<file path="config.mk">
export PLATFORM = sky130hd
export DESIGN_NAME = pll_seq_top
export DESIGN_NICKNAME = d
export VERILOG_FILES = /design/src/rtl/pll_seq_pkg.sv /design/src/rtl/pll_seq_timer.sv /design/src/rtl/pll_seq_lock_edge.sv /design/src/rtl/pll_seq_ctrl.sv /design/src/rtl/pll_seq_top.sv
export SDC_FILE = /design/constraint.sdc
export NUM_CORES = 1
export LEC_CHECK = 0
export ABC_CLOCK_PERIOD_IN_PS = 3200
export BUFFER_PORTS_ARGS = -buffer_cell sky130_fd_sc_hd__buf_2
export CAP_MARGIN = 20
export CORE_ASPECT_RATIO = 0.8
export CORE_UTILIZATION = 55
export CTS_CLUSTER_SIZE = 40
export DETAILED_ROUTE_END_ITERATION = 10
export PLACE_DENSITY = 0.78
export SLEW_MARGIN = 10
export SYNTH_ARGS = -nofsm -noshare
export SYNTH_HDL_FRONTEND = slang
export SYNTH_SLANG_ARGS = --single-unit
</file>
<file path="constraint.sdc">
create_clock -name clk -period 3.2 [get_ports clk]
set_input_delay 0.64 -clock clk [delete_from_list [all_inputs] [get_ports clk]]
set_output_delay 0.64 -clock clk [all_outputs]
set_load 0.05 [all_outputs]
</file>
<file path="src/rtl/pll_seq_pkg.sv">
package pll_seq_pkg;

  typedef enum logic [1:0] {
    OP_BRINGUP  = 2'd0,
    OP_RETUNE   = 2'd1,
    OP_SHUTDOWN = 2'd2,
    OP_NONE     = 2'd3
  } op_e;

  typedef enum logic [4:0] {
    ST_IDLE,
    ST_PARK,
    ST_WAIT_REF,
    ST_SRC,
    ST_FLASH_PRE,
    ST_PWR_ON,
    ST_DIS,
    ST_DIV,
    ST_FLT,
    ST_ICO,
    ST_MUL,
    ST_SETTLE,
    ST_ENABLE,
    ST_WAIT_LOCK,
    ST_SWITCH,
    ST_FLASH_POST,
    ST_OFF,
    ST_FINISH
  } state_e;

  // Settling delay in controlling-clock cycles, rounded up, at least 1.
  function automatic int unsigned settle_cycles(int unsigned clk_khz, int unsigned wait_ns);
    longint unsigned prod;
    longint unsigned cyc;
    prod = longint'(clk_khz) * longint'(wait_ns);
    cyc  = (prod + 64'd999999) / 64'd1000000;
    if (cyc < 64'd1) cyc = 64'd1;
    return int'(cyc);
  endfunction

endpackage

</file>
<file path="src/rtl/pll_seq_timer.sv">
module pll_seq_timer #(
  parameter int W = 16
) (
  input  logic         clk,
  input  logic         rst_n,
  input  logic         run_i,
  input  logic [W-1:0] limit_i,
  output logic         hit_o
);

  logic [W-1:0] cnt_q;
  logic [W-1:0] cnt_d;
  logic [W:0]   elapsed;

  // Cycles spent in the current run including this one; limit 0 behaves as 1.
  assign elapsed = {1'b0, cnt_q} + {{W{1'b0}}, 1'b1};
  assign hit_o   = run_i && (elapsed >= {1'b0, limit_i});

  always_comb begin
    cnt_d = '0;
    if (run_i) cnt_d = cnt_q + 1'b1;
  end

  always_ff @(posedge clk or negedge rst_n) begin
    if (!rst_n) cnt_q <= '0;
    else        cnt_q <= cnt_d;
  end

endmodule

</file>
<file path="src/rtl/pll_seq_lock_edge.sv">
module pll_seq_lock_edge #(
  parameter int STAGES = 2
) (
  input  logic clk,
  input  logic rst_n,
  input  logic lock_i,
  output logic rise_o
);

  logic lock_s;
  logic lock_prev_q;

  generate
    if (STAGES == 0) begin : g_direct
      assign lock_s = lock_i;
    end else begin : g_sync
      logic [STAGES-1:0] sh_q;
      always_ff @(posedge clk or negedge rst_n) begin
        if (!rst_n) begin
          sh_q <= '0;
        end else begin
          sh_q[0] <= lock_i;
          for (int i = 1; i < STAGES; i++) sh_q[i] <= sh_q[i-1];
        end
      end
      assign lock_s = sh_q[STAGES-1];
    end
  endgenerate

  always_ff @(posedge clk or negedge rst_n) begin
    if (!rst_n) lock_prev_q <= 1'b0;
    else        lock_prev_q <= lock_s;
  end

  assign rise_o = lock_s & ~lock_prev_q;

endmodule

</file>
<file path="src/rtl/pll_seq_ctrl.sv">
module pll_seq_ctrl
  import pll_seq_pkg::*;
#(
  parameter int DIV_W  = 5,
  parameter int FLT_W  = 4,
  parameter int ICO_W  = 2,
  parameter int MUL_W  = 8,
  parameter int FLRT_W = 2
) (
  input  logic              clk,
  input  logic              rst_n,
  input  logic              start_i,
  input  logic [1:0]        op_i,
  input  logic              ref_sel_i,
  input  logic [DIV_W-1:0]  div_i,
  input  logic [FLT_W-1:0]  flt_i,
  input  logic [ICO_W-1:0]  ico_i,
  input  logic [MUL_W-1:0]  mul_i,
  input  logic [FLRT_W-1:0] flash_rt_i,
  input  logic              faster_i,
  input  logic              ref_stable_i,
  input  logic              settle_hit_i,
  input  logic              lock_rise_i,
  input  logic              lock_to_hit_i,
  output logic              settle_run_o,
  output logic              lock_run_o,
  output logic              pll_ref_sel_o,
  output logic              pll_pwr_o,
  output logic              pll_en_o,
  output logic [DIV_W-1:0]  pll_div_o,
  output logic [FLT_W-1:0]  pll_flt_o,
  output logic [ICO_W-1:0]  pll_ico_o,
  output logic [MUL_W-1:0]  pll_mul_o,
  output logic [FLRT_W-1:0] flash_rt_o,
  output logic              sys_pll_sel_o,
  output logic              busy_o,
  output logic              done_o,
  output logic              timeout_o
);

  state_e state_q, state_d;
  logic   accept;

  // Snapshot of the request
  logic [1:0]        op_q;
  logic              fast_q;
  logic              c_src_q;
  logic [DIV_W-1:0]  c_div_q;
  logic [FLT_W-1:0]  c_flt_q;
  logic [ICO_W-1:0]  c_ico_q;
  logic [MUL_W-1:0]  c_mul_q;
  logic [FLRT_W-1:0] c_flrt_q;

  // Control fields driven to the PLL, flash and clock mux
  logic              src_q, pwr_q, en_q, sel_q, to_q;
  logic [DIV_W-1:0]  div_q;
  logic [FLT_W-1:0]  flt_q;
  logic [ICO_W-1:0]  ico_q;
  logic [MUL_W-1:0]  mul_q;
  logic [FLRT_W-1:0] flrt_q;

  // Write enables
  logic wr_src, wr_flash, wr_pwr_on, wr_en_off, wr_div, wr_flt, wr_ico, wr_mul;
  logic wr_en_on, wr_park, wr_switch, wr_off, to_set;

  always_comb begin
    state_d = state_q;
    accept  = 1'b0;
    unique case (state_q)
      ST_IDLE: begin
        if (start_i && (op_i != OP_NONE)) begin
          accept  = 1'b1;
          state_d = (op_i == OP_BRINGUP) ? ST_WAIT_REF : ST_PARK;
        end
      end
      ST_PARK:       state_d = (op_q == OP_SHUTDOWN) ? ST_OFF : ST_WAIT_REF;
      ST_WAIT_REF:   if (ref_stable_i) state_d = ST_SRC;
      ST_SRC:        state_d = ((op_q == OP_BRINGUP) || fast_q) ? ST_FLASH_PRE : ST_DIS;
      ST_FLASH_PRE:  state_d = (op_q == OP_BRINGUP) ? ST_PWR_ON : ST_DIS;
      ST_PWR_ON:     state_d = ST_DIV;
      ST_DIS:        state_d = ST_DIV;
      ST_DIV:        state_d = ST_FLT;
      ST_FLT:        state_d = ST_ICO;
      ST_ICO:        state_d = ST_MUL;
      ST_MUL:        state_d = ST_SETTLE;
      ST_SETTLE:     if (settle_hit_i) state_d = ST_ENABLE;
      ST_ENABLE:     state_d = ST_WAIT_LOCK;
      ST_WAIT_LOCK: begin
        if (lock_rise_i)        state_d = ST_SWITCH;
        else if (lock_to_hit_i) state_d = ST_FINISH;
      end
      ST_SWITCH:     state_d = ((op_q == OP_RETUNE) && !fast_q) ? ST_FLASH_POST : ST_FINISH;
      ST_FLASH_POST: state_d = ST_FINISH;
      ST_OFF:        state_d = ST_FINISH;
      ST_FINISH:     state_d = ST_IDLE;
      default:       state_d = ST_IDLE;
    endcase
  end

  always_comb begin
    wr_src    = (state_q == ST_SRC);
    wr_flash  = (state_q == ST_FLASH_PRE) || (state_q == ST_FLASH_POST);
    wr_pwr_on = (state_q == ST_PWR_ON);
    wr_en_off = (state_q == ST_DIS);
    wr_div    = (state_q == ST_DIV);
    wr_flt    = (state_q == ST_FLT);
    wr_ico    = (state_q == ST_ICO);
    wr_mul    = (state_q == ST_MUL);
    wr_en_on  = (state_q == ST_ENABLE);
    wr_park   = (state_q == ST_PARK);
    wr_switch = (state_q == ST_SWITCH);
    wr_off    = (state_q == ST_OFF);
    to_set    = (state_q == ST_WAIT_LOCK) && !lock_rise_i && lock_to_hit_i;
  end

  always_ff @(posedge clk or negedge rst_n) begin
    if (!rst_n) begin
      state_q  <= ST_IDLE;
      op_q     <= '0;
      fast_q   <= 1'b0;
      c_src_q  <= 1'b0;
      c_div_q  <= '0;
      c_flt_q  <= '0;
      c_ico_q  <= '0;
      c_mul_q  <= '0;
      c_flrt_q <= '0;
      src_q    <= 1'b0;
      pwr_q    <= 1'b0;
      en_q     <= 1'b0;
      sel_q    <= 1'b0;
      to_q     <= 1'b0;
      div_q    <= '0;
      flt_q    <= '0;
      ico_q    <= '0;
      mul_q    <= '0;
      flrt_q   <= '0;
    end else begin
      state_q <= state_d;
      if (accept) begin
        op_q     <= op_i;
        fast_q   <= faster_i;
        c_src_q  <= ref_sel_i;
        c_div_q  <= div_i;
        c_flt_q  <= flt_i;
        c_ico_q  <= ico_i;
        c_mul_q  <= mul_i;
        c_flrt_q <= flash_rt_i;
      end
      if (wr_src)   src_q  <= c_src_q;
      if (wr_flash) flrt_q <= c_flrt_q;
      if (wr_div)   div_q  <= c_div_q;
      if (wr_flt)   flt_q  <= c_flt_q;
      if (wr_ico)   ico_q  <= c_ico_q;
      if (wr_mul)   mul_q  <= c_mul_q;
      if (wr_pwr_on)   pwr_q <= 1'b1;
      else if (wr_off) pwr_q <= 1'b0;
      if (wr_en_on)                  en_q <= 1'b1;
      else if (wr_en_off || wr_off)  en_q <= 1'b0;
      if (wr_park)        sel_q <= 1'b0;
      else if (wr_switch) sel_q <= 1'b1;
      if (accept)      to_q <= 1'b0;
      else if (to_set) to_q <= 1'b1;
    end
  end

  assign settle_run_o  = (state_q == ST_SETTLE);
  assign lock_run_o    = (state_q == ST_WAIT_LOCK);
  assign pll_ref_sel_o = src_q;
  assign pll_pwr_o     = pwr_q;
  assign pll_en_o      = en_q;
  assign pll_div_o     = div_q;
  assign pll_flt_o     = flt_q;
  assign pll_ico_o     = ico_q;
  assign pll_mul_o     = mul_q;
  assign flash_rt_o    = flrt_q;
  assign sys_pll_sel_o = sel_q;
  assign busy_o        = (state_q != ST_IDLE);
  assign done_o        = (state_q == ST_FINISH);
  assign timeout_o     = to_q;

  AST_DONE_PULSE: assert property (@(posedge clk) disable iff (!rst_n)
    done_o |=> !done_o);
  AST_DONE_BUSY: assert property (@(posedge clk) disable iff (!rst_n)
    done_o |-> busy_o);
  AST_EN_NEEDS_PWR: assert property (@(posedge clk) disable iff (!rst_n)
    pll_en_o |-> pll_pwr_o);
  AST_PARKED_FOR_REF: assert property (@(posedge clk) disable iff (!rst_n)
    (state_q == ST_WAIT_REF && op_q == OP_RETUNE) |-> !sys_pll_sel_o);
  AST_SWITCH_ENABLED: assert property (@(posedge clk) disable iff (!rst_n)
    $rose(sys_pll_sel_o) |-> pll_en_o);
  AST_TIMEOUT_PARKED: assert property (@(posedge clk) disable iff (!rst_n)
    ($rose(timeout_o) && op_q == OP_RETUNE) |-> !sys_pll_sel_o);
  AST_SHUT_TOGETHER: assert property (@(posedge clk) disable iff (!rst_n)
    $fell(pll_pwr_o) |-> !pll_en_o);
  AST_IDLE_NO_WRITE: assert property (@(posedge clk) disable iff (!rst_n)
    (state_q == ST_IDLE) |=> ($stable(pll_div_o) && $stable(pll_mul_o)));

endmodule

</file>
<file path="src/rtl/pll_seq_top.sv">
module pll_seq_top
  import pll_seq_pkg::*;
#(
  parameter int CLK_KHZ   = 100000,
  parameter int SETTLE_NS = 5000,
  parameter int DIV_W     = 5,
  parameter int FLT_W     = 4,
  parameter int ICO_W     = 2,
  parameter int MUL_W     = 8,
  parameter int FLRT_W    = 2,
  parameter int TO_W      = 16,
  parameter int LOCK_SYNC = 2
) (
  input  logic              clk,
  input  logic              rst_n,
  input  logic              start_i,
  input  logic [1:0]        op_i,
  input  logic              ref_sel_i,
  input  logic [DIV_W-1:0]  div_i,
  input  logic [FLT_W-1:0]  flt_i,
  input  logic [ICO_W-1:0]  ico_i,
  input  logic [MUL_W-1:0]  mul_i,
  input  logic [FLRT_W-1:0] flash_rt_i,
  input  logic              faster_i,
  input  logic              ref_stable_i,
  input  logic              pll_lock_i,
  input  logic [TO_W-1:0]   lock_limit_i,
  output logic              pll_ref_sel_o,
  output logic              pll_pwr_o,
  output logic              pll_en_o,
  output logic [DIV_W-1:0]  pll_div_o,
  output logic [FLT_W-1:0]  pll_flt_o,
  output logic [ICO_W-1:0]  pll_ico_o,
  output logic [MUL_W-1:0]  pll_mul_o,
  output logic [FLRT_W-1:0] flash_rt_o,
  output logic              sys_pll_sel_o,
  output logic              busy_o,
  output logic              done_o,
  output logic              timeout_o
);

  localparam int unsigned SETTLE_CYC = settle_cycles(CLK_KHZ, SETTLE_NS);
  localparam int          SW         = $clog2(SETTLE_CYC + 1);

  // Reset: asserted asynchronously, released on the clock
  logic [1:0] rst_sh_q;
  logic       rst_sync_n;

  always_ff @(posedge clk or negedge rst_n) begin
    if (!rst_n) rst_sh_q <= 2'b00;
    else        rst_sh_q <= {rst_sh_q[0], 1'b1};
  end
  assign rst_sync_n = rst_sh_q[1];

  logic settle_run, settle_hit, lock_run, lock_to_hit, lock_rise;

  pll_seq_timer #(.W(SW)) u_settle (
    .clk     (clk),
    .rst_n   (rst_sync_n),
    .run_i   (settle_run),
    .limit_i (SW'(SETTLE_CYC)),
    .hit_o   (settle_hit)
  );

  pll_seq_timer #(.W(TO_W)) u_lock_to (
    .clk     (clk),
    .rst_n   (rst_sync_n),
    .run_i   (lock_run),
    .limit_i (lock_limit_i),
    .hit_o   (lock_to_hit)
  );

  pll_seq_lock_edge #(.STAGES(LOCK_SYNC)) u_lock_edge (
    .clk    (clk),
    .rst_n  (rst_sync_n),
    .lock_i (pll_lock_i),
    .rise_o (lock_rise)
  );

  pll_seq_ctrl #(
    .DIV_W  (DIV_W),
    .FLT_W  (FLT_W),
    .ICO_W  (ICO_W),
    .MUL_W  (MUL_W),
    .FLRT_W (FLRT_W)
  ) u_ctrl (
    .clk           (clk),
    .rst_n         (rst_sync_n),
    .start_i       (start_i),
    .op_i          (op_i),
    .ref_sel_i     (ref_sel_i),
    .div_i         (div_i),
    .flt_i         (flt_i),
    .ico_i         (ico_i),
    .mul_i         (mul_i),
    .flash_rt_i    (flash_rt_i),
    .faster_i      (faster_i),
    .ref_stable_i  (ref_stable_i),
    .settle_hit_i  (settle_hit),
    .lock_rise_i   (lock_rise),
    .lock_to_hit_i (lock_to_hit),
    .settle_run_o  (settle_run),
    .lock_run_o    (lock_run),
    .pll_ref_sel_o (pll_ref_sel_o),
    .pll_pwr_o     (pll_pwr_o),
    .pll_en_o      (pll_en_o),
    .pll_div_o     (pll_div_o),
    .pll_flt_o     (pll_flt_o),
    .pll_ico_o     (pll_ico_o),
    .pll_mul_o     (pll_mul_o),
    .flash_rt_o    (flash_rt_o),
    .sys_pll_sel_o (sys_pll_sel_o),
    .busy_o        (busy_o),
    .done_o        (done_o),
    .timeout_o     (timeout_o)
  );

  // Enable may only follow the end of a full settling count two cycles earlier.
  AST_SETTLE_GAP: assert property (@(posedge clk) disable iff (!rst_sync_n)
    $rose(pll_en_o) |-> $past(settle_hit, 2));
  AST_SELECT_NEEDS_LOCK: assert property (@(posedge clk) disable iff (!rst_sync_n)
    $rose(sys_pll_sel_o) |-> $past(lock_rise, 2));

endmodule

</file>
* Word level (Yosys, flattened, before mapping)
Cells that the tools add are included.
Storage, ports and cells: bits of input ports 46, output and inout port bits 28, word-level logic and storage cells 101, bits in registers 86
Cells by class: reduce and logical (&&, ||, !) cells 22, add/sub/neg operators 4, order comparisons 2, bitwise operators 2, mux-type cells 23, eq/ne operators 24
Operators with widths (count):
- 5-bit one-hot mux with 15 select lines | 1
- 5-bit by 4-bit == test with 1-bit output (second input constant) | 8
- 5-bit 2-to-1 mux | 7
- 5-bit by 3-bit == test with 1-bit output (second input constant) | 4
- 16-bit by 1-bit adder with 17-bit output (second input constant) | 1
- 17-bit by 16-bit greater-or-equal comparator with 1-bit output | 1
- 16-bit by 1-bit adder with 16-bit output (second input constant) | 1
- 16-bit 2-to-1 mux | 1
- 9-bit by 1-bit adder with 10-bit output (second input constant) | 1
- 5-bit by 2-bit == test with 1-bit output (second input constant) | 2
- 5-bit == test (second input constant) | 2
- 10-bit by 9-bit greater-or-equal comparator with 1-bit output (second input constant) | 1
- 1-bit 2-to-1 mux | 10
- 9-bit by 1-bit adder with 9-bit output (second input constant) | 1
- 9-bit 2-to-1 mux | 1
- 2-bit nonzero test | 4
- 1-bit logical AND | 6
- 2-bit 2-to-1 mux | 3
- 2-bit inequality test (second input constant) | 3
- 5-bit by 1-bit == test with 1-bit output (second input constant) | 1
- 5-bit zero test | 1
- 5-bit nonzero test | 1
- 2-bit zero test | 2
- 4-bit AND reduction | 1
- other kinds (9) | 13

* Logic depth before layout (Yosys ltp)
Gate-level depths: netlist of the first run.
depth in word-level cells 7, depth in mapped cells 12

* By module
From an unflattened synthesis of the first run, not the netlist that was laid out.
Second synthesis, totals: cell total of the unflattened synthesis 414, area total of the unflattened synthesis 4591.9 um^2
By module, submodules not included:
- pll_seq_ctrl | instances 1, area an instance 2607.5 um^2, cells an instance 212, seq. area each 1401.3 um^2
- pll_seq_timer (u_lock_to) | instances 1, area an instance 1201.2 um^2, cells an instance 126, seq. area each 400.4 um^2
- pll_seq_timer (u_settle) | instances 1, area an instance 636.9 um^2, cells an instance 68, seq. area each 225.2 um^2
- pll_seq_lock_edge | instances 1, area an instance 88.8 um^2, cells an instance 4, seq. area each 75.1 um^2
- pll_seq_top | instances 1, area an instance 57.6 um^2, cells an instance 4, seq. area each 50.0 um^2

* Worst setup path after synthesis of the first run
OpenSTA, ideal clock, no wires.
path kind reg-to-reg, from reg u_lock_to.cnt_q[0], to reg u_ctrl.state_q[1], stages on the path, launching flop included 13, data required time 3.072 ns, period minus slack after synthesis 2.766 ns, setup slack 0.434 ns, setup time 0.128 ns, arrival 2.638 ns, path through dfrtp_1 > ha_1 > nand4_1 > nor3_1 > nand4_1 > xnor2_1 > ha_1 > nand3_1 > nor3_1 > a221oi_1 > nand4_1 > o211ai_2 > mux2_1
Between the ends: word-level cells in the longest chain between the ends 5
Ends and longest elaborated chain:
- start, declared | RTL line pll_seq_timer.sv:11 | logic [W-1:0] cnt_q;
- start signal, assigned | RTL line pll_seq_timer.sv:26 | else cnt_q <= cnt_d;
- 16-bit by 1-bit adder with 17-bit output | RTL line pll_seq_timer.sv:16 | assign elapsed = {1'b0, cnt_q} + {{W{1'b0}}, 1'b1};
- 17-bit by 16-bit greater-or-equal comparator with 1-bit output | RTL line pll_seq_timer.sv:17 | assign hit_o = run_i && (elapsed >= {1'b0, limit_i});
- 1-bit logical AND | RTL line pll_seq_timer.sv:17
- 3-bit inequality test (no line)
- 4-bit AND reduction (no line)
- end signal, assigned | RTL line pll_seq_ctrl.sv:138 | state_q <= state_d;
- end, declared | RTL line pll_seq_ctrl.sv:41 | state_e state_q, state_d;
No other way between the ends. A chain may end at the register's enable or synchronous reset.

* Final worst setup path of the first run
from reg u_lock_to.cnt_q[2], to reg u_ctrl.state_q[1]
The elaborated chain is that of the path after synthesis.

==> impl_metrics.env, run 1 <==
export IMPL_finalCritPeriodShare_pct=96.6
export IMPL_post_drt_via_cell_ratio=5.38
export IMPL_outcome="finished, final reports clean"
export IMPL_final_count_of_pins_violating_max_slew=0
export IMPL_number_of_enable_flip_flop_cells_after_synthesis=0
export IMPL_area_share_of_xor_xnor_cells_in_the_synthesized_design_pct=4.09
export IMPL_number_of_cells_on_the_worst_reg_to_reg_path=12
export IMPL_setup_viol_count_final=0
export IMPL_ant_nets=0
export IMPL_p_total_uw=2000
export IMPL_worst_setup_hold_path_clk_slew_ns=0.09
export IMPL_synthMuxAreaShare_pct=12.6
export IMPL_critPathArrivalTime_ns=3.32
export IMPL_worstSetupEndpointType="flip-flop"
export IMPL_placeableCoreArea_mm2=0.00746
export IMPL_hpwl_um=6080
export IMPL_yosysSeqAreaShare_pct=50.3
export IMPL_total_leakage_power_uw=0.00258
export IMPL_detailed_place_area_mm2=0.00474
export IMPL_vdd_drop_max_mv=0.323
export IMPL_chipHeight_um=80.9
export IMPL_crit_path_start_kind="flip-flop"
export IMPL_finish_net_count=535
export IMPL_cellPowerDensity_mw_per_mm2=397
export IMPL_intPower_uw=1570
export IMPL_synth_largest_type_area_fraction_pct=50.3
export IMPL_seq_power_share_pct=55.0
export IMPL_worstPathRequired_ns=3.43
export IMPL_cts_sink_count=86
export IMPL_syn_instance_count=390
export IMPL_slew_headroom_pct=62.0
export IMPL_timing_critical_path_cells="nand3_1 -> nor3_2 -> nand3_1 -> nor2_1 -> xnor2_1 -> ha_1 -> nand3_1 -> nor3_1 -> a221oi_2 -> nand4_1 -> o211ai_2 -> mux2_1"
export IMPL_fin_crit_ns=3.09
export IMPL_async_set_or_reset_register_ratio_after_synthesis_pct=100
export IMPL_power_switching_uw=431
export IMPL_worst_setup_path_type="reg2reg"
export IMPL_die_w_um=101
export IMPL_netlist_top_cells_area="sky130_fd_sc_hd__dfrtp_1, sky130_fd_sc_hd__mux2_2, sky130_fd_sc_hd__ha_1"
export IMPL_max_slew_worst_pin_slew_ns=0.567
export IMPL_p_sw_share_pct=21.6
export IMPL_main_combinational_cell_family_by_area_after_synthesis="simple AND/OR/NAND/NOR gates"
export IMPL_syn_cell_area_mm2=0.00428
export IMPL_avgRoutedWirePerCell_um=14.6
export IMPL_hold_path_class="in2async"
export IMPL_globalplace_congestion=0.896
export IMPL_tritoncts="done"
export IMPL_vias_in_the_first_global_route=3025
export IMPL_top_level_ports=74
export IMPL_mappedNetlistNets=455
export IMPL_placement_rows=28
export IMPL_ys_flop_type="sky130_fd_sc_hd__dfrtp_1"
export IMPL_worst_skew_pair_late_latency_ns=0.35
export IMPL_critical_path_max_fanout=5
export IMPL_hold_viol_final=0
export IMPL_fin_worst_hold_slack_ns=0.0611
export IMPL_finalWirelength_um=8440
export IMPL_initial_standard_cell_utilization_of_the_core_pct=57.4
export IMPL_synth_yosys_warnings=0
export IMPL_cp_slowest_cell="sky130_fd_sc_hd__dfrtp_1"
export IMPL_drv_max_cap_violation_count=0
export IMPL_synth_area_per_cell_um2=11.0
export IMPL_die_area_mm2=0.00814
export IMPL_htree_num_levels=3
export IMPL_drc=0
export IMPL_post_synth_and_or_nand_nor_area_fraction_pct=15.1
export IMPL_drt_pass1_iter_count=5
export IMPL_final_design_area_no_fill_mm2=0.00504
export IMPL_routed_via_count=3118
export IMPL_area_growth_syn_to_layout_pct=17.7
export IMPL_clock_root_buffer="sky130_fd_sc_hd__clkbuf_8"
export IMPL_grt_overflow_total=0
export IMPL_grt_first_pass_wirelength_um=13700
export IMPL_ys_seq_elements=86
export IMPL_port_buffers=73
export IMPL_final_layout_size_suffix_gt1_share_pct=33.5
export IMPL_fin_tns_setup_ns=0
export IMPL_synth_adder_area_share_pct=5.55
export IMPL_crit_path_max_incr_delay_ns=0.44
export IMPL_clk_path_buf_depth=2
export IMPL_p_comb_share_pct=3.0
export IMPL_power_frac_clock_pct=42.0
export IMPL_synth_compound_area_share_pct=8.74
export IMPL_path_common_cell="sky130_fd_sc_hd__nand3_1"
export IMPL_drtIter0Drc=228
export IMPL_grt_start_max_net_pins=85
export IMPL_antenna_found_initial=0
export IMPL_yosys_area_top_type="sky130_fd_sc_hd__dfrtp_1"
export IMPL_achievable_frequency_ghz=0.324
export IMPL_finalClockSkew_ns=0.00916
export IMPL_numCtsBuffers=9
export IMPL_track_usage_pct=22.0
export IMPL_antenna_cells=0
export IMPL_yosysUniqueCellTypes=53
-- critical path, delay by kind of cell (launching register included) --
family	cells	cell delay [ns]
DFF	1	0.44
and+or+nand+nor	7	1.24
muxes	1	0.34
xor gates and xnor gates	1	0.16
adders and majority gates	1	0.30
AOI/OAI and AO/OA	2	0.48
-- cell usage after synthesis (5+ instances only) --
master	n
sky130_fd_sc_hd__nand4_1	9
sky130_fd_sc_hd__xor2_1	10
sky130_fd_sc_hd__nor2_1	34
sky130_fd_sc_hd__ha_1	19
sky130_fd_sc_hd__nand3_1	12
sky130_fd_sc_hd__a31oi_1	5
sky130_fd_sc_hd__xnor2_1	10
sky130_fd_sc_hd__dfrtp_1	86
sky130_fd_sc_hd__o21ai_0	11
sky130_fd_sc_hd__nand2_1	30
sky130_fd_sc_hd__buf_2	5
sky130_fd_sc_hd__nor2b_1	17
sky130_fd_sc_hd__nor3_1	7
sky130_fd_sc_hd__inv_1	22
sky130_fd_sc_hd__a21oi_1	15
sky130_fd_sc_hd__mux2_2	47
-- metrics by stage --
stage	worst slack, ns	cells	util, %
after floorplan	0.434	390	-
final	0.109	580	67.6
after global placement	0.227	560	63.5
after CTS	0.0273	576	66.6
after global routing	-0.0339	580	67.6
after detailed placement	0.0720	560	63.5
-- sequential cells by signal (all words and copies together) (netlist names), 4 cells and up --
name              flops
u_settle.cnt_q        9
u_ctrl.c_flt_q        4
u_ctrl.pll_mul_o      8
u_ctrl.c_mul_q        8
u_ctrl.pll_div_o      5
u_ctrl.c_div_q        5
u_lock_to.cnt_q      16
u_ctrl.state_q        5
u_ctrl.pll_flt_o      4
-- final cells by class --
type                            count  area [um2]
Inverter                           22        82.6
Sequential cell                    86        2160
Clock inverter                      7         103
Clock buffer                        9         124
Timing Repair Buffer               81         438
Tap cell                          105         131
Fill cell                         602        2420
Multi-Input combinational cell    270        2010
-- layer usage --
layer | GRT usage [%] | wire length, um | up-vias
met5 | 0 | 0 | -
met2 | 36.0 | 4080 | 103
met1 | 28.8 | 3700 | 1481
li1 | - | - | 1516
met3 | 5.59 | 532 | 18
met4 | 7.54 | 126 | 0
-- cell usage in the layout (no fill, tap or decap), types with 2 or more instances in the layout --
master / netlist / routed
sky130_fd_sc_hd__inv_6: 0 / 2
sky130_fd_sc_hd__mux2_2: 47 / 47
sky130_fd_sc_hd__nand4_1: 9 / 9
sky130_fd_sc_hd__a21o_1: 4 / 4
sky130_fd_sc_hd__o21ai_0: 11 / 11
sky130_fd_sc_hd__inv_1: 22 / 22
sky130_fd_sc_hd__buf_2: 5 / 73
sky130_fd_sc_hd__o21a_1: 2 / 2
sky130_fd_sc_hd__xnor2_1: 10 / 10
sky130_fd_sc_hd__clkbuf_8: 0 / 9
sky130_fd_sc_hd__bufinv_16: 0 / 2
sky130_fd_sc_hd__nand3_1: 12 / 12
sky130_fd_sc_hd__nor3b_1: 2 / 2
sky130_fd_sc_hd__nor3_1: 7 / 5
sky130_fd_sc_hd__or3_1: 2 / 2
sky130_fd_sc_hd__nor2_1: 34 / 34
sky130_fd_sc_hd__a211oi_1: 2 / 2
sky130_fd_sc_hd__a21oi_1: 15 / 15
sky130_fd_sc_hd__nor3_2: 1 / 3
sky130_fd_sc_hd__nor2b_1: 17 / 17
sky130_fd_sc_hd__a31oi_1: 5 / 5
sky130_fd_sc_hd__ha_1: 19 / 18
sky130_fd_sc_hd__buf_4: 1 / 7
sky130_fd_sc_hd__dfrtp_1: 86 / 84
sky130_fd_sc_hd__nand2b_1: 4 / 4
sky130_fd_sc_hd__o31ai_1: 2 / 2
sky130_fd_sc_hd__nand2_1: 30 / 30
sky130_fd_sc_hd__xor2_1: 10 / 10
-- power by group through the flow --
stage / clock (uW) / sequential, uW / combinational [uW]
2_1_floorplan: 0 / 1130 / 15.6
3_3_place_gp: 0 / 1130 / 46.0
3_5_place_dp: 0 / 1130 / 48.3
4_1_cts: 859 / 1110 / 48.5
5_1_grt: 899 / 1100 / 69.5
6_report: 840 / 1100 / 60.1
-- worst paths after layout --
kind | start | to | slack [ns]
worst min-delay path | rst_n | rst_sh_q[1] | 0.06
max in group asynchronous | rst_sh_q[1] | u_ctrl.c_flt_q[0] | 2.25
worst max register to register | u_lock_to.cnt_q[2] | u_ctrl.state_q[1] | 0.11
min in group clk | rst_sh_q[0] | rst_sh_q[1] | 0.36
worst min register to register | rst_sh_q[1] | u_settle.cnt_q[1] | 0.32
worst max-delay path | u_lock_to.cnt_q[2] | u_ctrl.state_q[1] | 0.11
-- kinds of logic (layout without fill, tap and decap cells) --
logic type	after synthesis	in the layout
AO/OA/AOI/OAI	55	55
XOR/XNOR	20	20
adder cells (fa/ha/maj)	19	19
buffers and inverters	34	119
flip-flops	86	86
multiplexers	48	48
other	1	1
AND/OR/NAND/NOR	127	127
-- repair_timing --
action / 4_1_cts / 5_1_grt
hold buffers: 0 / 0
endpoints found under the setup margin: 0 / 5
buffers inserted: 0 / 3
gates resized for setup: 0 / 6
(Power assumes the default switching activity.)
==> inputs of run 2 (changes only) <==
--- a/config.mk
+++ b/config.mk
@@ -13,6 +13,7 @@
 export CTS_CLUSTER_SIZE = 40
 export DETAILED_ROUTE_END_ITERATION = 10
 export PLACE_DENSITY = 0.78
+export REMOVE_ABC_BUFFERS = 1
 export SLEW_MARGIN = 10
 export SYNTH_ARGS = -nofsm -noshare
 export SYNTH_HDL_FRONTEND = slang
==> impl_metrics.env, run 2 (synthesized netlist as in run 1, its figures left out) <==
export IMPL_clock_root_buffer="sky130_fd_sc_hd__clkbuf_8"
export IMPL_critPathArrivalTime_ns=3.25
export IMPL_top_regs="u_lock_to.cnt_q x16, u_settle.cnt_q x9"
export IMPL_globalplace_congestion=0.888
export IMPL_fin_tns_setup_ns=0
export IMPL_max_slew_worst_pin_slew_ns=0.700
export IMPL_setup_viol_count_final=0
export IMPL_final_count_of_pins_violating_max_slew=0
export IMPL_tritoncts="done"
export IMPL_cellPowerDensity_mw_per_mm2=417
export IMPL_rr_endpoint="u_ctrl.state_q[1]"
export IMPL_outcome="finished, final reports clean"
export IMPL_worstPathRequired_ns=3.43
export IMPL_htree_num_levels=3
export IMPL_hpwl_um=5980
export IMPL_vdd_drop_max_mv=0.282
export IMPL_fin_crit_ns=3.02
export IMPL_cts_sink_count=86
export IMPL_path_common_cell="sky130_fd_sc_hd__nand4_1"
export IMPL_avgRoutedWirePerCell_um=14.4
export IMPL_layout_filler_cells=574
export IMPL_worst_setup_path_type="reg2reg"
export IMPL_track_usage_pct=22.0
export IMPL_drv_max_cap_violation_count=0
export IMPL_worst_skew_pair_late_latency_ns=0.35
export IMPL_routed_via_count=3051
export IMPL_largest_register="u_lock_to.cnt_q"
export IMPL_critical_path_buffers_and_inverters=1
export IMPL_grt_busiest_layer="met2"
export IMPL_p_total_uw=2100
export IMPL_crit_family="simple AND/OR/NAND/NOR gates"
export IMPL_critical_path_max_fanout=5
export IMPL_worstSetupEndpointType="flip-flop"
export IMPL_drtIter0Drc=166
export IMPL_grt_first_pass_wirelength_um=13800
export IMPL_drt_pass1_iter_count=4
export IMPL_antenna_cells=0
export IMPL_final_layout_size_suffix_gt1_share_pct=32.8
export IMPL_cp_slowest_cell="sky130_fd_sc_hd__dfrtp_1"
export IMPL_crit_path_start_kind="flip-flop"
export IMPL_grt_met2_usage_pct=34.5
export IMPL_drc=0
export IMPL_finalWirelength_um=8280
export IMPL_r2r_slack_ns=0.18
export IMPL_finalClockSkew_ns=0.00886
export IMPL_number_of_cells_on_the_worst_reg_to_reg_path=13
export IMPL_globalRouteMet1Util_pct=30.0
export IMPL_die_area_mm2=0.00814
export IMPL_timing_critical_path_cells="ha_2 -> nand4_1 -> nor3_2 -> buf_4 -> nand2_1 -> xnor2_1 -> ha_1 -> nand4_1 -> nor3_1 -> a221oi_1 -> nand4_1 -> o211ai_2 -> mux2_1"
export IMPL_hold_viol_final=0
export IMPL_chipHeight_um=80.9
export IMPL_top_level_ports=74
export IMPL_postLayoutSetupSlackWorst_ns=0.182
export IMPL_numCtsBuffers=9
export IMPL_clk_path_buf_depth=2
export IMPL_worst_setup_hold_path_clk_slew_ns=0.09
export IMPL_placement_setup_worst_slack_ns=0.0624
export IMPL_die_w_um=101
export IMPL_slew_headroom_pct=53.3
export IMPL_largest_register_ffs=16
export IMPL_final_cell_mix="sky130_fd_sc_hd__dfrtp_1, sky130_fd_sc_hd__buf_2, sky130_fd_sc_hd__mux2_2"
export IMPL_crit_path_max_incr_delay_ns=0.43
export IMPL_placeableCoreArea_mm2=0.00746
export IMPL_timing_rr_start="u_lock_to.cnt_q[0]"
export IMPL_finalCritPeriodShare_pct=94.3
export IMPL_vias_in_the_first_global_route=2949
export IMPL_fin_util_pct=67.5
export IMPL_antenna_found_initial=0
export IMPL_port_buffers=73
export IMPL_hold_path_class="in2async"
export IMPL_initial_standard_cell_utilization_of_the_core_pct=57.4
export IMPL_mostFrequentLayoutCell="sky130_fd_sc_hd__dfrtp_1"
export IMPL_met3_usage_pct=6.37
export IMPL_finish_net_count=532
export IMPL_achievable_frequency_ghz=0.331
export IMPL_placement_rows=28
export IMPL_post_drt_via_cell_ratio=5.29
export IMPL_total_leakage_power_uw=0.00258
export IMPL_ant_nets=0
export IMPL_area_growth_syn_to_layout_pct=17.6
export IMPL_grt_overflow_total=0
export IMPL_grt_start_max_net_pins=85
## run 2: area by class of cell
class                   count  area (um2)  area share (%)
flip-flops and latches     86        2160            42.8
clock inverters             6         116            2.31
clock buffers              10         138            2.73
repair buffers             78         415            8.25
well taps                 105         131            2.61
multi-input cells         270        2000            39.7
inverters                  22        82.6            1.64
## run 2: routing by layer
layer | share of wire [%] | wire length (um) | up-vias
met2 | 47 | 3900 | 86
met4 | 0.68 | 56 | 0
met3 | 5.1 | 422 | 6
met5 | 0 | 0 | -
li1 | - | - | 1520
met1 | 47 | 3910 | 1439
## run 2: how the worst max path moves through the flow
stage,startpoint,cells after the start,endpoint
floorplan,u_lock_to.cnt_q[0],12,u_ctrl.state_q[1]
global placement,u_lock_to.cnt_q[0],12,u_ctrl.state_q[1]
detailed placement,u_lock_to.cnt_q[0],12,u_ctrl.state_q[1]
CTS,u_lock_to.cnt_q[0],12,u_ctrl.state_q[1]
global route,u_lock_to.cnt_q[0],13,u_ctrl.state_q[1]
finish,u_lock_to.cnt_q[0],13,u_ctrl.state_q[1]
## run 2: timing repair
| item | 4_1_cts | 5_1_grt |
|---|---|---|
| hold buffers | 0 | 0 |
| endpoints found under the setup margin | 0 | 5 |
| gates resized for setup | 0 | 4 |
| endpoints found under the hold margin | 0 | 0 |
| setup buffers | 0 | 2 |
## run 2: where the power goes
part	internal, uW	switching, uW
Clock	547	392
Combinational	29.2	30.1
Sequential	1090	11.4
## run 2: stage by stage
| stage | hold slack, ns | instances | area [um2] |
|---|---|---|---|
| after floorplan | 0.331 | 378 | 4210 |
| after global placement | 0.341 | 558 | 4730 |
| after detailed placement | 0.342 | 558 | 4730 |
| after CTS | 0.0343 | 574 | 4980 |
| after global routing | 0.0296 | 577 | 5040 |
| final | 0.0517 | 577 | 5040 |
==> inputs of run 3 (changes only) <==
--- a/config.mk
+++ b/config.mk
@@ -14,7 +14,8 @@
 export DETAILED_ROUTE_END_ITERATION = 10
 export PLACE_DENSITY = 0.78
 export REMOVE_ABC_BUFFERS = 1
-export SLEW_MARGIN = 10
+export SLEW_MARGIN = 30
 export SYNTH_ARGS = -nofsm -noshare
 export SYNTH_HDL_FRONTEND = slang
+export SYNTH_HIERARCHICAL = 1
 export SYNTH_SLANG_ARGS = --single-unit
==> impl_metrics.env, run 3 <==
export IMPL_top_regs="u_lock_to/cnt_q x16, u_settle/cnt_q x9"
export IMPL_track_usage_pct=24.3
export IMPL_setup_viol_count_final=0
export IMPL_syn_cell_area_mm2=0.00459
export IMPL_critical_path_buffers_and_inverters=1
export IMPL_async_set_or_reset_register_ratio_after_synthesis_pct=100
export IMPL_synth_area_per_cell_um2=11.1
export IMPL_clk_path_buf_depth=2
export IMPL_htree_num_levels=3
export IMPL_crit_path_start_kind="flip-flop"
export IMPL_crit_path_max_incr_delay_ns=0.42
export IMPL_yosysUniqueCellTypes=64
export IMPL_globalplace_congestion=0.868
export IMPL_drv_max_cap_violation_count=0
export IMPL_avgRoutedWirePerCell_um=15.9
export IMPL_area_growth_syn_to_layout_pct=18.6
export IMPL_fin_crit_ns=3.15
export IMPL_synth_most_common_cell="sky130_fd_sc_hd__dfrtp_1"
export IMPL_grt_start_max_net_pins=44
export IMPL_top_level_ports=74
export IMPL_hold_fix_buffers_at_cts=0
export IMPL_sum_of_met2_wire_segment_lengths_after_detailed_routing_um=4660
export IMPL_antenna_found_initial=0
export IMPL_hpwl_um=7150
export IMPL_timing_critical_path_cells="ha_4 -> and4_1 -> and2_4 -> nand3_2 -> xnor2_2 -> ha_1 -> a21oi_1 -> nor2b_1 -> a311o_1 -> a2bb2oi_2 -> o31ai_2 -> nor4_1 -> buf_4 -> a211oi_1 -> a211o_1"
export IMPL_cellPowerDensity_mw_per_mm2=784
export IMPL_chipHeight_um=83.7
export IMPL_drtIter0Drc=188
export IMPL_placement_setup_worst_slack_ns=-0.0534
export IMPL_placeableCoreArea_mm2=0.00802
export IMPL_clock_root_buffer="sky130_fd_sc_hd__clkbuf_8"
export IMPL_dr_top_layer="met4"
export IMPL_syn_instance_count=414
export IMPL_critical_path_max_fanout=5
export IMPL_outcome="finished, final reports clean"
export IMPL_rsz0062_at_grt="true"
export IMPL_detailroute_wirelength_met3_um=604
export IMPL_die_area_mm2=0.00872
export IMPL_slew_headroom_pct=53.9
export IMPL_worstPathRequired_ns=3.45
export IMPL_fin_tns_setup_ns=0
export IMPL_achievable_frequency_ghz=0.317
export IMPL_placement_rows=29
export IMPL_critPathArrivalTime_ns=3.41
export IMPL_post_drt_via_cell_ratio=5.59
export IMPL_final_cell_mix="sky130_fd_sc_hd__dfrtp_1, sky130_fd_sc_hd__buf_2, sky130_fd_sc_hd__mux2_2"
export IMPL_drc=0
export IMPL_ys_seq_elements=86
export IMPL_numCtsBuffers=9
export IMPL_worst_skew_pair_late_latency_ns=0.36
export IMPL_cts_sink_count=86
export IMPL_finish_net_count=579
export IMPL_finalCritPeriodShare_pct=98.5
export IMPL_yosysSeqAreaShare_pct=46.9
export IMPL_yosys_area_top_type="sky130_fd_sc_hd__dfrtp_1"
export IMPL_synth_largest_type_area_fraction_pct=46.9
export IMPL_netlist_top_cells_area="sky130_fd_sc_hd__dfrtp_1, sky130_fd_sc_hd__mux2_2, sky130_fd_sc_hd__ha_1"
export IMPL_hold_path_class="in2async"
export IMPL_crit_family="compound AO/OA/AOI/OAI gates"
export IMPL_number_of_enable_flip_flop_cells_after_synthesis=0
export IMPL_worstSetupEndpointType="flip-flop"
export IMPL_final_layout_size_suffix_gt1_share_pct=33.7
export IMPL_routed_via_count=3463
export IMPL_ant_nets=0
export IMPL_total_leakage_power_uw=0.00272
export IMPL_synth_yosys_warnings=6
export IMPL_grt_overflow_total=0
export IMPL_cp_slowest_cell="sky130_fd_sc_hd__dfrtp_1"
export IMPL_finalClockSkew_ns=0.00524
export IMPL_r2r_slack_ns=0.05
export IMPL_largest_register="u_lock_to/cnt_q"
export IMPL_worst_setup_hold_path_clk_slew_ns=0.09
export IMPL_grt_first_pass_wirelength_um=16500
export IMPL_ys_flop_type="sky130_fd_sc_hd__dfrtp_1"
export IMPL_max_slew_worst_pin_slew_ns=0.674
export IMPL_hold_viol_final=0
export IMPL_port_buffers=73
export IMPL_routedLengthMet1_um=4410
export IMPL_drt_pass1_iter_count=4
export IMPL_mostFrequentLayoutCell="sky130_fd_sc_hd__dfrtp_1"
export IMPL_largest_register_ffs=16
export IMPL_die_w_um=104
export IMPL_vias_in_the_first_global_route=3409
export IMPL_post_synth_most_frequent_cells="sky130_fd_sc_hd__dfrtp_1, sky130_fd_sc_hd__mux2_2, sky130_fd_sc_hd__inv_1, sky130_fd_sc_hd__ha_1, sky130_fd_sc_hd__and2_1"
export IMPL_postLayoutSetupSlackWorst_ns=0.0467
export IMPL_final_count_of_pins_violating_max_slew=0
export IMPL_antenna_cells=0
export IMPL_finalWirelength_um=9830
export IMPL_worst_setup_path_type="reg2reg"
export IMPL_vdd_drop_max_mv=0.624
export IMPL_initial_standard_cell_utilization_of_the_core_pct=57.3
export IMPL_tritoncts="done"
[run 3: final cells by class]
type	count	area (um2)
Clock inverter	5	66.3
Multi-Input combinational cell	294	2360
Timing Repair Buffer	86	479
Sequential cell	86	2160
Tap cell	108	135
Inverter	29	109
Clock buffer	11	141
Fill cell	621	2570
[run 3: logic make-up (layout without fill, tap and decap cells)]
group | Yosys count | in the layout | synth area share [%]
multiplexers | 45 | 45 | 11.0
buffers and inverters | 42 | 131 | 3.73
other | 2 | 10 | 0.164
AO/OA/AOI/OAI | 57 | 57 | 8.34
flip-flops | 86 | 86 | 46.9
adder cells (fa/ha/maj) | 27 | 27 | 7.36
AND/OR/NAND/NOR | 133 | 133 | 18.1
XOR/XNOR | 22 | 22 | 4.36
[run 3: what timing repair did]
| action | 4_1_cts | 5_1_grt |
|---|---|---|
| setup endpoints to repair | 3 | 4 |
| cloned | 0 | 0 |
| pin swaps | 0 | 8 |
| setup buffers | 1 | 0 |
| gates resized for setup | 2 | 9 |
[run 3: path summary, 6_finish.rpt]
path,startpoint,to,depth (start not counted)
worst max-delay path,u_lock_to/cnt_q[0],u_ctrl/state_q[1],15
worst min-delay path,rst_n,rst_sh_q[1],1
worst max register to register,u_lock_to/cnt_q[0],u_ctrl/state_q[1],15
worst min register to register,rst_sh_q[1],u_ctrl/c_flrt_q[1],0
max in group asynchronous,rst_sh_q[1],u_ctrl/pll_div_o[4],1
min in group clk,rst_sh_q[0],rst_sh_q[1],0
[run 3: layer usage]
layer  vias to the layer above  global-route usage (%)
met4                         0                    7.92
met1                      1688                    31.9
met3                        19                    6.95
met5                         -                       0
met2                       110                    39.2
li1                       1646                       -
[run 3: through the flow]
stage,power (uW),hold WS [ns],cell area [um2],util [%],instances
after CTS,4290,0.0212,5390,67.2,619
after detailed placement,3490,0.341,5170,64.4,602
after floorplan,2980,0.331,4560,-,409
after global routing,4520,0.0152,5450,67.9,619
after global placement,3400,0.338,5150,64.2,601
final,4270,0.0392,5450,67.9,619
[run 3: where the power goes]
part / internal (uW) / switching [uW]
clock network: 392 / 399
logic: 671 / 1190
registers: 1420 / 199
total: 2490 / 1790
